--- src/rtl/coin_vend_pkg.sv ---
package coin_vend_pkg;

   // credit levels of the accumulator; 15 and 20 are the release levels
   typedef enum logic [2:0] {
      LV_ZERO    = 3'd0,
      LV_FIVE    = 3'd1,
      LV_TEN     = 3'd2,
      LV_FIFTEEN = 3'd3,
      LV_TWENTY  = 3'd4
   } level_e;

   localparam int NUM_LEVELS = 5;

   // next credit level for the binary register variant
   function automatic level_e next_level(level_e cur, logic nick, logic dime);
      level_e nxt;
      case (cur)
         LV_ZERO:    nxt = dime ? LV_TEN     : (nick ? LV_FIVE    : LV_ZERO);
         LV_FIVE:    nxt = dime ? LV_FIFTEEN : (nick ? LV_TEN     : LV_FIVE);
         LV_TEN:     nxt = dime ? LV_TWENTY  : (nick ? LV_FIFTEEN : LV_TEN);
         LV_FIFTEEN: nxt = LV_ZERO;
         LV_TWENTY:  nxt = LV_FIVE;
         default:    nxt = LV_ZERO;
      endcase
      return nxt;
   endfunction

   function automatic logic is_release(level_e lv);
      return (lv == LV_FIFTEEN) || (lv == LV_TWENTY);
   endfunction

endpackage

--- src/rtl/coin_pulse.sv ---
module coin_pulse #(
   parameter int EXTRA_SYNC = 0
) (
   input  logic clk,
   input  logic rst,
   input  logic sense,
   output logic pulse
);
   localparam int CHAIN = EXTRA_SYNC + 2;

   if (EXTRA_SYNC < 0 || EXTRA_SYNC > 4) begin : g_bad_sync
      $error("coin_pulse: EXTRA_SYNC must lie in 0..4");
   end

   logic [CHAIN-1:0] stg;

   always_ff @(posedge clk) begin
      if (rst) stg <= '0;
      else     stg <= {stg[CHAIN-2:0], sense};
   end

   // newest detector stage high, older stage still low
   assign pulse = stg[CHAIN-2] & ~stg[CHAIN-1];

endmodule

--- src/rtl/coin_vend_fsm.sv ---
module coin_vend_fsm
   import coin_vend_pkg::*;
#(
   parameter bit ONE_HOT = 1'b0
) (
   input  logic   clk,
   input  logic   rst,
   input  logic   nick,
   input  logic   dime,
   output level_e level,
   output logic   release_o
);
   if (ONE_HOT) begin : g_hot
      localparam int B_Z = 0, B_5 = 1, B_10 = 2, B_15 = 3, B_20 = 4;
      logic [NUM_LEVELS-1:0] hot, hot_nxt;
      logic                  idle;

      assign idle = ~nick & ~dime;

      always_comb begin
         hot_nxt[B_Z]  = (hot[B_Z]  & idle) | hot[B_15];
         hot_nxt[B_5]  = (hot[B_5]  & idle) | (hot[B_Z] & nick) | hot[B_20];
         hot_nxt[B_10] = (hot[B_10] & idle) | (hot[B_Z] & dime) | (hot[B_5] & nick);
         hot_nxt[B_15] = (hot[B_5]  & dime) | (hot[B_10] & nick);
         hot_nxt[B_20] =  hot[B_10] & dime;
      end

      always_ff @(posedge clk) begin
         if (rst || $countones(hot) != 1) hot <= NUM_LEVELS'(1);
         else                             hot <= hot_nxt;
      end

      always_comb begin
         if      (hot[B_20]) level = LV_TWENTY;
         else if (hot[B_15]) level = LV_FIFTEEN;
         else if (hot[B_10]) level = LV_TEN;
         else if (hot[B_5])  level = LV_FIVE;
         else                level = LV_ZERO;
      end

      assign release_o = hot[B_15] | hot[B_20];
   end else begin : g_bin
      level_e cur;

      always_ff @(posedge clk) begin
         if (rst) cur <= LV_ZERO;
         else     cur <= next_level(cur, nick, dime);
      end

      assign level     = cur;
      assign release_o = is_release(cur);
   end

endmodule

--- src/rtl/coin_vend_ctrl.sv ---
module coin_vend_ctrl
   import coin_vend_pkg::*;
#(
   parameter int EXTRA_SYNC = 0,
   parameter bit ONE_HOT    = 1'b0
) (
   input  logic clk,
   input  logic rst,
   input  logic coin_nickel_sense,
   input  logic coin_dime_sense,
   output logic release_o
);
   logic   nick_pulse;
   logic   dime_pulse;
   logic   nick_only;
   level_e level;

   coin_pulse #(.EXTRA_SYNC(EXTRA_SYNC)) u_nick (
      .clk   (clk),
      .rst   (rst),
      .sense (coin_nickel_sense),
      .pulse (nick_pulse)
   );

   coin_pulse #(.EXTRA_SYNC(EXTRA_SYNC)) u_dime (
      .clk   (clk),
      .rst   (rst),
      .sense (coin_dime_sense),
      .pulse (dime_pulse)
   );

   // both events together cannot occur; the dime is taken if they do
   assign nick_only = nick_pulse & ~dime_pulse;

   coin_vend_fsm #(.ONE_HOT(ONE_HOT)) u_fsm (
      .clk       (clk),
      .rst       (rst),
      .nick      (nick_only),
      .dime      (dime_pulse),
      .level     (level),
      .release_o (release_o)
   );

endmodule

--- config.mk ---
export PLATFORM = sky130hd
export DESIGN_NAME = coin_vend_ctrl
export DESIGN_NICKNAME = d
export VERILOG_FILES = /design/src/rtl/coin_vend_pkg.sv /design/src/rtl/coin_pulse.sv /design/src/rtl/coin_vend_fsm.sv /design/src/rtl/coin_vend_ctrl.sv
export SDC_FILE = /design/constraint.sdc
export NUM_CORES = 1
export LEC_CHECK = 0
export BUFFER_PORTS_ARGS = -buffer_cell sky130_fd_sc_hd__buf_2
export CAP_MARGIN = 20
export CORE_AREA = 5 5 42 44
export CTS_CLUSTER_SIZE = 8
export DETAILED_ROUTE_END_ITERATION = 6
export DIE_AREA = 0 0 47 49
export PLACE_DENSITY = 0.41
export SLEW_MARGIN = 0
export SYNTH_ARGS = -nofsm -noshare
export SYNTH_HDL_FRONTEND = slang
export SYNTH_SLANG_ARGS = --single-unit
export TNS_END_PERCENT = 30
--- constraint.sdc ---
create_clock -name clk -period 1.1 [get_ports clk]
set_clock_uncertainty 0.05 [all_clocks]
set_input_delay 0.11 -clock clk [delete_from_list [all_inputs] [get_ports clk]]
set_output_delay 0.11 -clock clk [all_outputs]
set_load 0.03 [all_outputs]
==> results of run 1 <==
## flip-flops by register name, indices dropped and copies added (netlist names)
register / cells
u_fsm.level: 3
u_dime.stg: 2
u_nick.stg: 2
## stage by stage
step	power (mW)	setup WS, ns	hold slack (ns)	setup TNS, ns	area, um^2
floorplan	0.312	0.00226	0.129	0	272
detailed placement	0.334	-0.0208	0.278	-0.0208	334
global route	0.601	-0.171	0.0135	-0.288	402
global placement	0.334	-0.0213	0.272	-0.0213	334
CTS	0.578	-0.118	0.0181	-0.159	399
finish	0.573	-0.118	0.0221	-0.158	402
## synth_stat cells
cell type / count / share of area [%]
nor3b_1: 1 / 2.8
o21a_1: 1 / 2.8
or4_1: 1 / 2.8
nor2b_1: 4 / 9.2
nor2_1: 2 / 2.8
a31oi_1: 1 / 2.3
and4b_2: 1 / 4.1
dfxtp_1: 7 / 52
nor2b_4: 1 / 5.1
o21ai_0: 1 / 1.8
nor4_1: 1 / 2.3
nand3b_1: 1 / 2.8
inv_1: 1 / 1.4
a311oi_1: 1 / 3.2
nand2_1: 2 / 2.8
nand2b_1: 1 / 2.3
## timing repair
action,CTS,global route
buffers inserted,3,0
setup endpoints to repair,2,3
resized for setup,6,2
pin swaps,3,3
## area by class of cell
class	count	area, um^2	area share, %
sequential	7	143	35.5
multi-input combinational	19	130	32.4
timing repair buffer	10	78.8	19.6
clock buffer	4	26.3	6.54
tap	16	20.0	4.98
inverter	1	3.75	0.935
## per-layer routing
layer  routed length, um  up-vias
met4                   5        0
met1                 232      108
met2                 251        5
li1                    -      122
met5                   0        -
met3                  35        2
## power by group
part / internal, mW / switching, mW
Sequential: 0.268 / 0.0110
Clock: 0.138 / 0.0925
Combinational: 0.0375 / 0.0254
Total: 0.444 / 0.129
## cell families (layout without fill, tap and decap cells)
kind of cell    Yosys count  in the layout  share of synthesized area, %
buf+inv                   1             15                          1.38
flops                     7              7                          51.6
simple gates             15             15                          36.9
compound gates            4              4                          10.1
## worst max path at each step
stage	endpoint	cells past startpoint	startpoint
2_1_floorplan	u_fsm.level[0]	3	u_dime.stg[0]
3_3_place_gp	u_fsm.level[0]	3	u_dime.stg[0]
5_1_grt	release_o	4	u_fsm.level[2]
3_5_place_dp	u_fsm.level[0]	3	u_dime.stg[0]
4_1_cts	release_o	5	u_fsm.level[0]
6_report	release_o	4	u_fsm.level[2]
==> out/qor_table.md, run 1 <==
| Group | Metric | This run |
|---|---|---|
| run status | Status | complete, but fails checks |
| run status | Violated checks | setup timing |
| global routing | Vias in the first global route | 204 |
| critical path | Register-to-register setup slack | -0.04 ns |
| floorplan | Initial Utilization | 19.4% |
| final layout | Cell Count, Final, Fillers Out | 57 |
| min path | Worst Hold Launch | coin_nickel_sense |
| clock tree | CTS hold repair buffers | 0 |
| synth | Cell variety after synth | 16 |
| synth | Syn_area_per_cell | 10.1 um^2 |
| power | Pwr/cell area | 1430 nW/um^2 |
| clock tree | Clock tree root buffer cell | clkbuf_4 |
| final layout | Final net count | 46 |
| timing | Final worst path period share | 111% |
| global routing | Number of antenna violations at the first check in global routing | 0 |
| route | Number of nets with antenna violations after detailed routing | 0 |
| floorplan | # IOs | 5 |
| global routing | Met1 usage in global routing | 5.30% |
| final layout | Fill cell total of the finished layout | 167 |
| synth | Cell count after synthesis | 27 |
| placement | Final weighted congestion of routability-driven global placement | 0.662 |
| route | Detailed-route wire length per cell | 9.21 um |
| critical path | Origin of the critical flop-to-flop path | u_dime.stg[0] |
| synth | Synthesized netlist net count | 31 |
| clock tree | Clock H-tree levels | 1 |
| global routing | GRT Util Overall | 5.29% |
| critical path | FF-to-FF End | u_fsm.level[0] |
| placement | Total placed cells including tap cells | 50 |
| critical path | Critical Path RT | 0.94 ns |
| final layout | Fraction of final layout cells sized beyond drive strength 1 | 43.9% |
| final layout | Final Util | 28.7% |
| critical path | Number of buffers and inverters on the critical path | 2 |
| placement | Number of port buffers | 4 |
| floorplan | Chip Width | 47 um |
| clock tree | Maximum clock path buffer count | 2 |
| route | Vias | 237 |
| global routing | Met2 GRT Util | 6.79% |
| critical path | Slowest library cell on the worst path | dfxtp_2 |
| critical path | Crit-path most repeated cell | buf_6 |
| synth | Share of synthesized area occupied by flip-flops and latches | 51.6% |
| synth | Synth Register Bits | 7 |
| timing | Total setup violations reported at the end of the flow | 2 |
| power | Maximum ir drop on the vdd rail | 0.610 mV |
| floorplan | Floorplan core area | 1400 um^2 |
| clock tree | Number of buffers created by CTS | 3 |
| clock tree | Clk slew on worst S/H paths | 0.05 ns |
| route | Number of violations reported at the end of detailed-routing iteration 0 | 2 |
| timing | Worst slew margin relative to its limit | 85.9% |
| min path | Worst Hold End | u_nick.stg[0] |
| global routing | Pin count of the biggest net entering global routing | 8 |
| timing | Unrepaired setup endpoints after global routing | yes |
| route | Count of TritonRoute iterations in the first routing pass | 2 |
| critical path | Worst-path cell chain | buf_6 -> nand3b_1 -> nand2_1 -> buf_6 |
| final layout | Commonest cells after routing, fill and taps aside | 5 x dfxtp_1, 4 x nor2b_1, 4 x buf_4 |
| global routing | GR peak layer | met2 |
| critical path | Largest delay share family, worst path | flip-flops |
| floorplan | Rows | 14 |
| synth | Yosys synthesis warning count | 0 |
| critical path | Delay of the slowest cell on the worst path | 0.32 ns |
| run | Count of max-cap constraint violations | 0 |
| timing | Fin worst setup slack | -0.118 ns |
| clock tree | TritonCTS clock tree | yes |
| timing | Measured slew at the worst slew-check pin | 0.209 ns |
| critical path | Worst Setup Start Kind | flip-flop |
| power | Cell leakage power | 0.169 nW |
| clock tree | Sinks on the clock net | 7 |
| timing | FMAX | 821 MHz |
| global routing | Met3 Track Usage GR | 3.32% |
| min path | Type of the tightest min-delay check | input pin to flip-flop |
| critical path | Worst-path fanout max | 5 |
| synth | Mapped cell area | 272 um^2 |
| final layout | Post-synthesis to final-layout area growth | 47.9% |
| clock tree | Clk Latency, worst-skew pair | 0.25 ns |
| timing | Clock period minus worst slack | 1.22 ns |
| route | Total wirelength of the detailed-routed design | 525 um |
| floorplan | Area enclosed by the die boundary | 2300 um^2 |
| floorplan | DIE HEIGHT | 49 um |
| final layout | Leading cell type in the layout, fill and taps excluded | dfxtp_1 |
| min path | Hold path cells | 2 |
| critical path | R2R cell count | 3 |
| critical path | Worst setup path category | flip-flop to output pin |
| critical path | Endpoint kind of the worst setup timing path | output pin |
| timing | Max-slew violation count | 0 |
| global routing | GR Overflow Total | 0 |
| route | Drt drc | 0 |
| timing | Final Hold Viols | 0 |
| global routing | Global-route wire length before repair | 800 um |
| route | Detail-routed via count per cell | 4.16 |
| critical path | Worst path arrival time | 1.06 ns |
| final layout | Antenna diodes | 0 |
(Power assumes the default switching activity.)
==> run 2: changes to the inputs <==
--- a/config.mk
+++ b/config.mk
@@ -12,6 +12,7 @@
 export DETAILED_ROUTE_END_ITERATION = 6
 export DIE_AREA = 0 0 47 49
 export PLACE_DENSITY = 0.41
+export RECOVER_POWER = 50
 export SLEW_MARGIN = 0
 export SYNTH_ARGS = -nofsm -noshare
 export SYNTH_HDL_FRONTEND = slang
==> run 2 against run 1 <==
Compared with the run above:
- the run still ends with setup timing left
- core utilization decreased by 0.089 points
- clock power about the same
- cell count unchanged
- wire length increased by 1.5%
- count of clock-buffer cells in the layout unchanged
- via count unchanged
- total power about the same
- die area unchanged
- worst setup slack improved by 0.00064 ns
- combinational power decreased by 1%
==> out/qor_table.md, run 2 (synthesized netlist as in run 1, its figures left out) <==
| Group | Metric | This run | Delta |
|---|---|---|---|
| final layout | Cell Count, Final, Fillers Out | 57 | unchanged |
| route | Number of violations reported at the end of detailed-routing iteration 0 | 2 | unchanged |
| power | Internal Dissipation | 0.443 mW | -0.12% |
| critical path | Worst Setup Start Kind | flip-flop |  |
| route | Number of nets with antenna violations after detailed routing | 0 | unchanged |
| timing | Final worst path period share | 111% | about the same |
| run status | Status | complete, but fails checks |  |
| placement | Placed cell areas | 334 um^2 | unchanged |
| global routing | GR Overflow Total | 0 | unchanged |
| critical path | Worst-path fanout max | 5 | unchanged |
| route | Detailed-route wire length per cell | 9.35 um | +1.5% |
| route | Vias | 237 | unchanged |
| power | Cell leakage power | 0.167 nW | -1.6% |
| global routing | Vias in the first global route | 204 | unchanged |
| clock tree | Clk Latency, worst-skew pair | 0.25 ns | about the same |
| floorplan | Floorplan core area | 1400 um^2 | unchanged |
| global routing | Met1 usage in global routing | 5.30% | unchanged |
| power | Clk network pwr share | 40.4% | about the same |
| route | Drt drc | 0 | unchanged |
| clock tree | Number of buffers created by CTS | 3 | unchanged |
| power | Share of total power in combinational logic | 10.9% | about the same |
| power | Pwr/cell area | 1430 nW/um^2 | +0.22% |
| floorplan | Area enclosed by the die boundary | 2300 um^2 | unchanged |
| critical path | Worst setup path category | flip-flop to output pin |  |
| clock tree | Maximum clock path buffer count | 2 | unchanged |
| placement | Total placed cells including tap cells | 50 | unchanged |
| global routing | Met2 GRT Util | 6.79% | unchanged |
| floorplan | Chip Width | 47 um | unchanged |
| final layout | Fraction of final layout cells sized beyond drive strength 1 | 41.5% | -2.4 points |
| clock tree | Clk slew on worst S/H paths | 0.05 ns | about the same |
| final layout | Largest register FFs | 3 | unchanged |
| power | Maximum ir drop on the vdd rail | 0.609 mV | about the same |
| timing | Measured slew at the worst slew-check pin | 0.292 ns | +0.0825 ns |
| final layout | Post-synthesis to final-layout area growth | 47.5% |  |
| placement | Worst slack after detailed placement | -0.0208 ns | unchanged |
| global routing | Global-route wire length before repair | 800 um | unchanged |
| timing | Worst slew margin relative to its limit | 80.5% | -5.4 points |
| power | Part of the total power dissipated in sequential elements | 48.8% | about the same |
| placement | Number of port buffers | 4 | unchanged |
| final layout | Final non-filler cell area | 400 um^2 | -0.31% |
| placement | Final weighted congestion of routability-driven global placement | 0.662 | unchanged |
| final layout | Antenna diodes | 0 | unchanged |
| floorplan | Rows | 14 | unchanged |
| run status | Violated checks | setup timing |  |
| timing | Unrepaired setup endpoints after global routing | yes |  |
| clock tree | CTS hold repair buffers | 0 | unchanged |
| clock tree | Sinks on the clock net | 7 | unchanged |
| critical path | Critical Path RT | 0.94 ns | about the same |
| timing | Final-layout worst hold slack | 0.0222 ns | +0.000135 ns |
| timing | Max-slew violation count | 0 | unchanged |
| floorplan | Initial Utilization | 19.4% | unchanged |
| critical path | Crit-path most repeated cell | buf_6 |  |
| final layout | Leading cell type in the layout, fill and taps excluded | dfxtp_1 |  |
| route | Total wirelength of the detailed-routed design | 533 um | +1.5% |
| timing | Clock period minus worst slack | 1.22 ns | -0.000640 ns |
| global routing | Met3 Track Usage GR | 3.32% | unchanged |
| floorplan | DIE HEIGHT | 49 um | unchanged |
| critical path | Delay of the slowest cell on the worst path | 0.32 ns | about the same |
| route | Count of TritonRoute iterations in the first routing pass | 2 | unchanged |
| global routing | Pin count of the biggest net entering global routing | 8 | unchanged |
| clock tree | Clock H-tree levels | 1 | unchanged |
| power | Net load switching power | 0.129 mW | about the same |
| critical path | Register-to-register setup slack | -0.04 ns | about the same |
| final layout | Final net count | 46 | unchanged |
| power | Switching share of power | 22.5% | +0.026 points |
| min path | Type of the tightest min-delay check | input pin to flip-flop |  |
| global routing | Number of antenna violations at the first check in global routing | 0 | unchanged |
| critical path | Endpoint kind of the worst setup timing path | output pin |  |
| final layout | Commonest cells after routing, fill and taps aside | 5 x dfxtp_1, 4 x nor2b_1, 4 x buf_4 |  |
| timing | Final Hold Viols | 0 | unchanged |
| route | Detail-routed via count per cell | 4.16 | unchanged |
| clock tree | TritonCTS clock tree | yes |  |
| clock tree | Clock tree root buffer cell | clkbuf_4 |  |
| floorplan | # IOs | 5 | unchanged |
| critical path | Slowest library cell on the worst path | dfxtp_2 |  |
| timing | Total setup violations reported at the end of the flow | 2 | unchanged |
| critical path | Worst-path cell chain | buf_6 -> nand3b_1 -> nand2_1 -> buf_6 |  |
| timing | FMAX | 821 MHz | about the same |
| global routing | GR peak layer | met2 |  |
| run | Count of max-cap constraint violations | 0 | unchanged |
| final layout | Final Util | 28.6% | -0.089 points |
| timing | Fin worst setup slack | -0.117 ns | +0.000640 ns |
| critical path | Number of buffers and inverters on the critical path | 2 | unchanged |
| critical path | Largest delay share family, worst path | flip-flops |  |
| global routing | GRT Util Overall | 5.29% | unchanged |
| critical path | Worst path arrival time | 1.06 ns | about the same |
run 2: what timing repair did:
item	CTS	global route
pin swaps	3	3
resized for setup	6	2
buffers inserted	3	0
endpoints found under the setup margin	2	3
run 2: layer usage:
layer	share of wire, %	wire (um)
met1	45	239
met2	48	257
met3	5.6	30
met4	0.94	5
met5	0	0
run 2: layout make-up:
| class | instances | area, um^2 |
|---|---|---|
| Fill cell | 168 | 1000 |
| Tap cell | 16 | 20.0 |
| Multi-Input combinational cell | 19 | 130 |
| Sequential cell | 7 | 143 |
| Timing Repair Buffer | 10 | 77.6 |
| Clock buffer | 4 | 26.3 |
| Inverter | 1 | 3.75 |
run 2: through the flow:
step / total power [mW] / setup TNS (ns)
6_report: 0.572 / -0.156
5_1_grt: 0.601 / -0.289
4_1_cts: 0.578 / -0.159
3_5_place_dp: 0.334 / -0.0208
3_3_place_gp: 0.334 / -0.0213
2_1_floorplan: 0.312 / 0
run 2: final timing paths:
kind,endpoint,start,depth (start not counted)
hold reg to reg,u_dime.stg[1],u_dime.stg[0],1
setup reg to reg,u_fsm.level[0],u_dime.stg[0],3
setup / recovery,release_o,u_fsm.level[2],4
hold / removal,u_nick.stg[0],coin_nickel_sense,2
run 2: power groups by stage:
stage | Combinational (mW) | Sequential (mW) | Clock [mW]
after floorplan | 0.0291 | 0.283 | 0
after global placement | 0.0517 | 0.282 | 0
after detailed placement | 0.0522 | 0.282 | 0
after CTS | 0.0611 | 0.278 | 0.239
after global routing | 0.0688 | 0.280 | 0.253
final | 0.0623 | 0.279 | 0.231
